`src/rtl/pgts_pkg.sv`:
```
// Shared definitions for the power-good / thermal supervisor.
// Assumes: nothing beyond standard SystemVerilog packed types.
package pgts_pkg;

    // Inputs of one hysteretic temperature flag: the upper comparator sets
    // it, the lower comparator keeps it set.
    typedef struct packed {
        logic set_hot;
        logic keep_hot;
    } hyst_in_t;

    // Number of hysteretic flags and their slots.
    localparam int NUM_THERM = 2;
    localparam int WARN_IDX  = 0;
    localparam int SHUT_IDX  = 1;

    // Default persistence of the current-limit filter, in microsecond ticks.
    localparam int ILIM_HOLD_DEFAULT = 64;

endpackage

```
`src/rtl/pgts_ilim_filter.sv`:
```
// Current-limit persistence filter.
// Counts microsecond ticks while the current limit stays engaged, and raises
// trip once HOLD_TICKS ticks have been seen without a break. Any cycle with
// the limit released clears the count.
// Assumes: tick is a single-cycle strobe synchronous to clk; HOLD_TICKS >= 1.
module pgts_ilim_filter #(
    parameter int HOLD_TICKS = 64
) (
    input  logic clk,
    input  logic rst_n,
    input  logic tick,
    input  logic ilim,
    output logic trip
);
    localparam int              CW    = $clog2(HOLD_TICKS + 1);
    localparam logic [CW-1:0]   LIMIT = CW'(HOLD_TICKS);

    logic [CW-1:0] cnt;

    // Saturating tick counter, cleared whenever the limit is released.
    always_ff @(posedge clk) begin
        if (!rst_n) begin
            cnt <= '0;
        end else if (!ilim) begin
            cnt <= '0;
        end else if (tick && (cnt != LIMIT)) begin
            cnt <= cnt + CW'(1);
        end
    end

    // The filter has tripped once the count has reached the limit.
    always_comb begin
        trip = (cnt == LIMIT);
    end
endmodule

```
`src/rtl/pgts_hyst_flag.sv`:
```
// Hysteretic temperature flag.
// Set by the upper comparator, held while the lower comparator stays high,
// cleared once both are low. Setting wins over clearing.
// Assumes: comparator flags are synchronous to clk.
module pgts_hyst_flag
    import pgts_pkg::*;
(
    input  logic     clk,
    input  logic     rst_n,
    input  hyst_in_t cmp,
    output logic     hot
);
    // Set/hold/clear state register.
    always_ff @(posedge clk) begin
        if (!rst_n) begin
            hot <= 1'b0;
        end else if (cmp.set_hot) begin
            hot <= 1'b1;
        end else if (!cmp.keep_hot) begin
            hot <= 1'b0;
        end
    end
endmodule

```
`src/rtl/pgts_pg_gate.sv`:
```
// Power-good gate.
// Arms on a soft-start completion pulse and disarms on any fault, so a fault
// keeps power good low until the next completed soft-start. The pad is
// pulled low while disarmed, while the current-limit filter has tripped, or
// while the thermal warning is set.
// Assumes: ss_done and fault are synchronous to clk.
module pgts_pg_gate (
    input  logic clk,
    input  logic rst_n,
    input  logic ss_done,
    input  logic fault,
    input  logic ilim_trip,
    input  logic warn,
    output logic armed,
    output logic pull_low
);
    // Arm on soft-start completion. A fault disarms and has priority.
    always_ff @(posedge clk) begin
        if (!rst_n) begin
            armed <= 1'b0;
        end else if (fault) begin
            armed <= 1'b0;
        end else if (ss_done) begin
            armed <= 1'b1;
        end
    end

    // Combine the causes that pull the pad low.
    always_comb begin
        pull_low = !armed || ilim_trip || warn;
    end
endmodule

```
`src/rtl/pgts_supervisor.sv`:
```
// Power-good and thermal supervisor, top level.
// Joins the current-limit filter, two hysteretic temperature flags (early
// warning and shutdown) and the power-good gate.
// Assumes: all inputs are synchronous to clk; us_tick pulses once per us.
module pgts_supervisor
    import pgts_pkg::*;
#(
    parameter int ILIM_HOLD_US = ILIM_HOLD_DEFAULT
) (
    input  logic clk,
    input  logic rst_n,
    input  logic us_tick,
    input  logic ss_done,
    input  logic fault_active,
    input  logic ilim_active,
    input  logic hot_120,
    input  logic hot_100,
    input  logic hot_150,
    input  logic hot_130,
    output logic pg_pull_low,
    output logic thermal_shutdown
);
    hyst_in_t               cmp_in [NUM_THERM];
    logic [NUM_THERM-1:0]   hot_st;
    logic                   ilim_trip;
    logic                   therm_warn;
    logic                   pg_armed;

    // Route the comparator pairs to their flag slots.
    always_comb begin
        cmp_in[WARN_IDX] = '{set_hot: hot_120, keep_hot: hot_100};
        cmp_in[SHUT_IDX] = '{set_hot: hot_150, keep_hot: hot_130};
    end

    pgts_ilim_filter #(
        .HOLD_TICKS(ILIM_HOLD_US)
    ) u_ilim (
        .clk  (clk),
        .rst_n(rst_n),
        .tick (us_tick),
        .ilim (ilim_active),
        .trip (ilim_trip)
    );

    for (genvar g = 0; g < NUM_THERM; g++) begin : g_therm
        pgts_hyst_flag u_flag (
            .clk  (clk),
            .rst_n(rst_n),
            .cmp  (cmp_in[g]),
            .hot  (hot_st[g])
        );
    end

    // Name the two flags.
    always_comb begin
        therm_warn       = hot_st[WARN_IDX];
        thermal_shutdown = hot_st[SHUT_IDX];
    end

    pgts_pg_gate u_gate (
        .clk      (clk),
        .rst_n    (rst_n),
        .ss_done  (ss_done),
        .fault    (fault_active),
        .ilim_trip(ilim_trip),
        .warn     (therm_warn),
        .armed    (pg_armed),
        .pull_low (pg_pull_low)
    );
endmodule

```
`config.mk`:
```
export PLATFORM = sky130hd
export DESIGN_NAME = pgts_supervisor
export DESIGN_NICKNAME = d
export VERILOG_FILES = /design/src/rtl/pgts_pkg.sv /design/src/rtl/pgts_ilim_filter.sv /design/src/rtl/pgts_hyst_flag.sv /design/src/rtl/pgts_pg_gate.sv /design/src/rtl/pgts_supervisor.sv
export SDC_FILE = /design/constraint.sdc
export NUM_CORES = 1
export LEC_CHECK = 0
export BUFFER_PORTS_ARGS = -buffer_cell sky130_fd_sc_hd__buf_2
export CORE_MARGIN = 2
export CORE_UTILIZATION = 35
export DETAILED_ROUTE_END_ITERATION = 8
export GPL_ROUTABILITY_DRIVEN = 0
export PLACE_DENSITY_LB_ADDON = 0.25
export SLEW_MARGIN = 15
export SYNTH_ARGS = -nofsm -noshare
export SYNTH_HDL_FRONTEND = slang
export SYNTH_SLANG_ARGS = --single-unit
```
`constraint.sdc`:
```
create_clock -name clk -period 1.1 [get_ports clk]
set_input_delay 0.165 -clock clk [delete_from_list [all_inputs] [get_ports clk]]
set_output_delay 0.165 -clock clk [all_outputs]
set_load 0.01 [all_outputs]
```
== After elaboration in Yosys (flattened, before gate mapping) ==
Cells that the tools add are included.

* Bitwise gates (word level): 1
* Reduce and logical (&&, ||, !) cells: 6
* Add/subtract/negate cells: 1
* Muxes and demuxes: 4
* Eq/ne operators: 4

{| class="wikitable"
|+ Operator list
! kind !! number
|-
| adder 7 x 1 -> 7 bit, second input constant || 1
|-
| == test 7 bit, second input constant || 1
|-
| inequality test 7 bit, second input constant || 1
|-
| two-way mux 1 bit || 4
|-
| inequality test 2 bit, second input constant || 2
|-
| logical OR 1 bit || 2
|-
| AND reduction 2 bit || 1
|-
| OR reduction 2 bit || 1
|-
| logical AND 1 bit || 1
|-
| logical NOT 1 bit || 1
|-
| inverter 1 bit || 1
|}

* Word-level logic and storage cells: 20
* Bits of input ports: 10
* Register bits: 10
* Output and inout bits: 2

== Longest topological paths before layout ==
* Word-level depth: 3
* Gate-level depth with buffers: 5
* Mapped depth without buffers: 5

== Modules after synthesis ==
Synthesis repeated with hierarchy kept, for this count alone.

* Cells, all modules: 53
* Area, all modules: 457.9 µm²

{| class="wikitable"
|+ By module, submodules not included
! module !! sequential area each (µm²) !! times used !! area an instance (µm²) !! cells an instance
|-
| pgts_ilim_filter || 140.1 || 1 || 351.6 || 42
|-
| pgts_hyst_flag || 20.0 || 2 || 31.3 || 3
|-
| pgts_pg_gate || 20.0 || 1 || 43.8 || 5
|}

== Least setup slack after synthesis ==
No wires, ideal clock.

* Kind: register to register
* Start point: reg u_ilim.cnt[0]
* End point: reg u_ilim.cnt[0]
* Cell stages (with the launch flop): 6
* Period minus slack after synthesis: 1.221 ns
* Library setup time: 0.072 ns
* Buffers on the path: 0
* Data required time: 1.028 ns
* Arrival time: 1.149 ns
* Setup slack: -0.121 ns
* Path through: dfxtp_1 inv_1 ha_1 and2b_2 a21boi_2 mux2i_1

* Cells in the longest elaborated chain, start to end: 2
* Elaborated cells between the ends (all ways): 3
* Those cells by class: add/sub (1); eq/ne (1); reduce/logical (1)

{| class="wikitable"
|+ Ends and longest elaborated chain
! item !! RTL line !! RTL
|-
| start: declaration || pgts_ilim_filter.sv:18 || <nowiki>logic [CW-1:0] cnt;</nowiki>
|-
| start signal: assignment || pgts_ilim_filter.sv:27 || <nowiki>cnt <= cnt + CW'(1);</nowiki>
|-
| branches (longest 2 deep; another with adder 7 x 1 -> 7 bit) || -- ||
|}

Several ways; the timed one is not identified.
A chain may end at the register's enable or synchronous reset.

== Worst setup path in the final report ==
* Start point: reg u_ilim.cnt[0]
* End point: out pg_pull_low

* Cells in the longest elaborated chain, start to end: 3

{| class="wikitable"
|+ Ends and longest elaborated chain
! item !! RTL line !! RTL
|-
| == test 7 bit || pgts_ilim_filter.sv:33 || <nowiki>trip = (cnt == LIMIT);</nowiki>
|-
| logical OR 1 bit (2 in series) || pgts_pg_gate.sv:30 || <nowiki>pull_low = !armed || ilim_trip || warn;</nowiki>
|-
| end: declaration || pgts_supervisor.sv:20 || <nowiki>output logic pg_pull_low,</nowiki>
|}

No other way between the ends.

==> run_results.csv <==
group,metric,value,unit
drt,ant_nets,0,
worst_hold_path,holdPathStages,2,
power_and_ir_drop,p_clk_share,42.7,%
outcome,violations,"setup timing",
finish,fin_cells,91,
power_and_ir_drop,irDropWorstVdd,0.6954,mV
drt,vias,432,
floorplanning,rows,13,
sta,finalCritPeriodShare,129.1,%
floorplanning,io-pin-count,12,
sta,fmax,704.4,MHz
floorplanning,die_w,40.57,µm
power_and_ir_drop,comb_power_share,10.2,%
synthesis,ys_ff_latch,10,
critical_path,worstSetupPathType,"register to primary output",
clocking,h-tree-depth,1,
power_and_ir_drop,p_leak,0.0003118,µW
power_and_ir_drop,powerDensity,1034,mW/mm²
finish,num-nets-final,89,
clocking,root_buffer,"clkbuf_4",
global_routing,grt_usage,16.14,%
worst_hold_path,hold_path_end,"u_gate.armed",
finish,syn2layout_area_growth,63.10,%
global_routing,grt_pass1_vias,411,
critical_path,r2r_start,"u_ilim.cnt[0]",
drt,wl_met1,456,µm
drt,top_layer_used,"met4",
drt,met3_length,65,µm
sta,worst_slack,-319.7,ps
global_routing,grt_pass1_wl,1635,µm
power_and_ir_drop,p_switching,179.2,µW
sta,rsz0062_at_grt,"yes",
floorplanning,die_h,40.57,µm
synthesis,syn_area_per_cell,9.359,µm²
power_and_ir_drop,intPower,610.4,µW
power_and_ir_drop,seq_power_share,47.1,%
global_routing,grt_max_degree,9,
global_routing,grt-ovfl-total,0,
drt,wl,1037,µm
drt,drc,0,
synthesis,ys_types,19,
global_routing,antenna_found_initial,0,
placement,placed_area,655.6,µm²
placement,place_ws,-147.2,ps
floorplanning,dieArea,0.001646,mm²
finish,fillers,109,
clocking,cts_made_buffers,3,
critical_path,r2r_end,"u_ilim.cnt[0]",
synthesis,synthCells,50,
sta,tightest_slew,266.5,ps
sta,setup_violations,8,
sta,period_needed,1420,ps
critical_path,worstPathArrival,1250,ps
sta,final-hold-violation-count,0,
drt,vias_per_cell,4.747,
power_and_ir_drop,switching_share,22.69,%
floorplanning,coreArea,0.001269,mm²
outcome,status,"complete, but fails checks",
critical_path,crit_required,940,ps
worst_hold_path,hold_path.class,"input port to register",
placement,dp_cells,84,
drt,wl_per_cell,11.40,µm
sta,relSlewSlack,82.16,%
synthesis,ys_warn_count,0,
drt,drtIter0Drc,1,
clocking,clock-sinks,10,
finish,drive_above_1_share,60.53,%
clocking,clk_pin_slew,70,ps
critical_path,critPathCaptureType,"primary output",
drt,wl_met2,499,µm
synthesis,synthesis.area,467.9,µm²
run,drv_cap,0,
synthesis,syn_nets,62,
clocking,cts_tree,"done",
clocking,insertion_delay,270,ps
synthesis,ys_seq_area_share,42.78,%
sta,slew_violations,0,
critical_path,path_max_fanout,2,
placement,numPortBuffers,11,
floorplanning,initial_core_util,36.88,%
clocking,clock_path_buffers,2,
finish,antennaDiodeCount,0,
finish,final_area,763.2,µm²
worst_hold_path,hp-start,"fault_active",
critical_path,r2r_slack,-180,ps
drt,first_pass_iters,2,
clocking,ctsHoldBuffers,0,
critical_path,reg2regPathDepth,6,
critical_path,worstSetupStartpointType,"register",
placement,dp_hpwl,728,µm
sta,skew,5.333,ps
## kinds of logic after synthesis
group           synth area share (%)
simple gates                   30.48
flops                          42.78
compound gates                 11.76
xor+xnor                       3.744
buf+inv                        1.605
mux                            4.278
fa+ha+maj                      5.347
## routing by layer
metal | track usage [%] | up-vias
li1 | - | 229
met1 | 18.09 | 191
met2 | 23.81 | 10
met3 | 10.00 | 2
met4 | 7.500 | 0
met5 | 0 | -
## worst max-delay path by stage
stage	startpoint	end	slack [ps]	cells after the start
5_1_grt	u_ilim.cnt[0]	pg_pull_low	-380	6
6_report	u_ilim.cnt[0]	pg_pull_low	-320	6
3_3_place_gp	u_ilim.cnt[1]	u_ilim.cnt[0]	-110	5
3_5_place_dp	u_ilim.cnt[1]	u_ilim.cnt[1]	-150	5
2_1_floorplan	u_ilim.cnt[1]	u_ilim.cnt[0]	-60	5
4_1_cts	u_ilim.cnt[0]	pg_pull_low	-340	6
## metrics by stage
step / hold slack (ps) / utilization (%) / power (µW) / setup TNS, ps
2_1_floorplan: 241.1 / - / 413.1 / -127.7
3_3_place_gp: 329.2 / 51.68 / 453.0 / -382.7
3_5_place_dp: 337.6 / 51.68 / 453.9 / -534.8
4_1_cts: 47.01 / 57.30 / 800.7 / -1291
5_1_grt: 34.04 / 60.16 / 830.9 / -1477
6_report: 46.64 / 60.16 / 789.5 / -971.9
## Yosys cell counts, drive strengths merged
library cell | number | area (µm²)
dfxtp | 10 | 200.2
nand2 | 6 | 22.52
a21oi | 5 | 25.02
nand3 | 4 | 20.02
nor2 | 3 | 11.26
ha | 2 | 25.02
inv | 2 | 7.510
mux2i | 2 | 20.02
nand4 | 2 | 25.02
nor2b | 2 | 12.51
o21ai | 2 | 10.01
or3 | 2 | 12.51
xor2 | 2 | 17.52
a211o | 1 | 8.760
a21boi | 1 | 11.26
and2b | 1 | 8.760
nand3b | 1 | 7.510
nor3b | 1 | 7.510
nor4b | 1 | 15.01
## cell usage in the layout, fill, tap and decap left out
cell type | netlist | routed
nand3_1 | 4 | 4
nor2b_1 | 2 | 2
inv_2 | 0 | 2
xor2_1 | 2 | 2
o21ai_0 | 2 | 1
nand3b_1 | 1 | 1
clkbuf_4 | 0 | 3
clkbuf_8 | 0 | 1
a21oi_1 | 5 | 2
buf_4 | 0 | 9
ha_4 | 0 | 2
a211o_1 | 1 | 1
nand4_4 | 0 | 2
and2b_2 | 1 | 1
nor4b_4 | 0 | 1
dfxtp_4 | 0 | 2
nand2_1 | 6 | 4
buf_2 | 0 | 11
a21boi_4 | 0 | 1
or3_4 | 0 | 2
o21ai_1 | 0 | 1
mux2i_1 | 2 | 2
buf_6 | 0 | 2
nor2_1 | 3 | 3
dfxtp_2 | 0 | 2
a21oi_2 | 0 | 3
dfxtp_1 | 10 | 6
nand2_2 | 0 | 2
nor3b_1 | 1 | 1
## worst max-delay path, cell delays in order (launching register included)
cell and delay [ps]:
dfxtp_4 340, inv_2 40, ha_4 140, and2b_2 190, nand2_2 60, nand3b_1 70, buf_2 140
## final cells by class
class	count	area, µm²	share of cell area [%]
inverters	2	7.507	0.9836
well taps	15	18.77	2.459
clock buffers	4	36.28	4.754
flip-flops and latches	10	210.2	27.54
repair buffers	22	145.1	19.02
multi-input cells	38	345.3	45.25
## sequential cells by signal (all words and copies together) (netlist names)
register            cells
u_ilim.cnt              7
g_therm.u_flag.hot      2
u_gate.armed            1
## power by group through the flow
| stage | registers [µW] | clock network [µW] | logic (µW) |
|---|---|---|---|
| 4_1_cts | 372 | 347 | 82.2 |
| 6_report | 372 | 337 | 80.4 |
| 3_3_place_gp | 383 | 0 | 70.2 |
| 2_1_floorplan | 384 | 0 | 29.3 |
| 3_5_place_dp | 383 | 0 | 71.2 |
| 5_1_grt | 373 | 367 | 90.2 |
## repair_timing
action,4_1_cts,5_1_grt
endpoints found under the setup margin,7,8
pin swaps,12,6
gates resized for setup,4,12
gates cloned,0,0
setup buffers,5,0
Note: power is estimated with default switching activity, not from simulation.
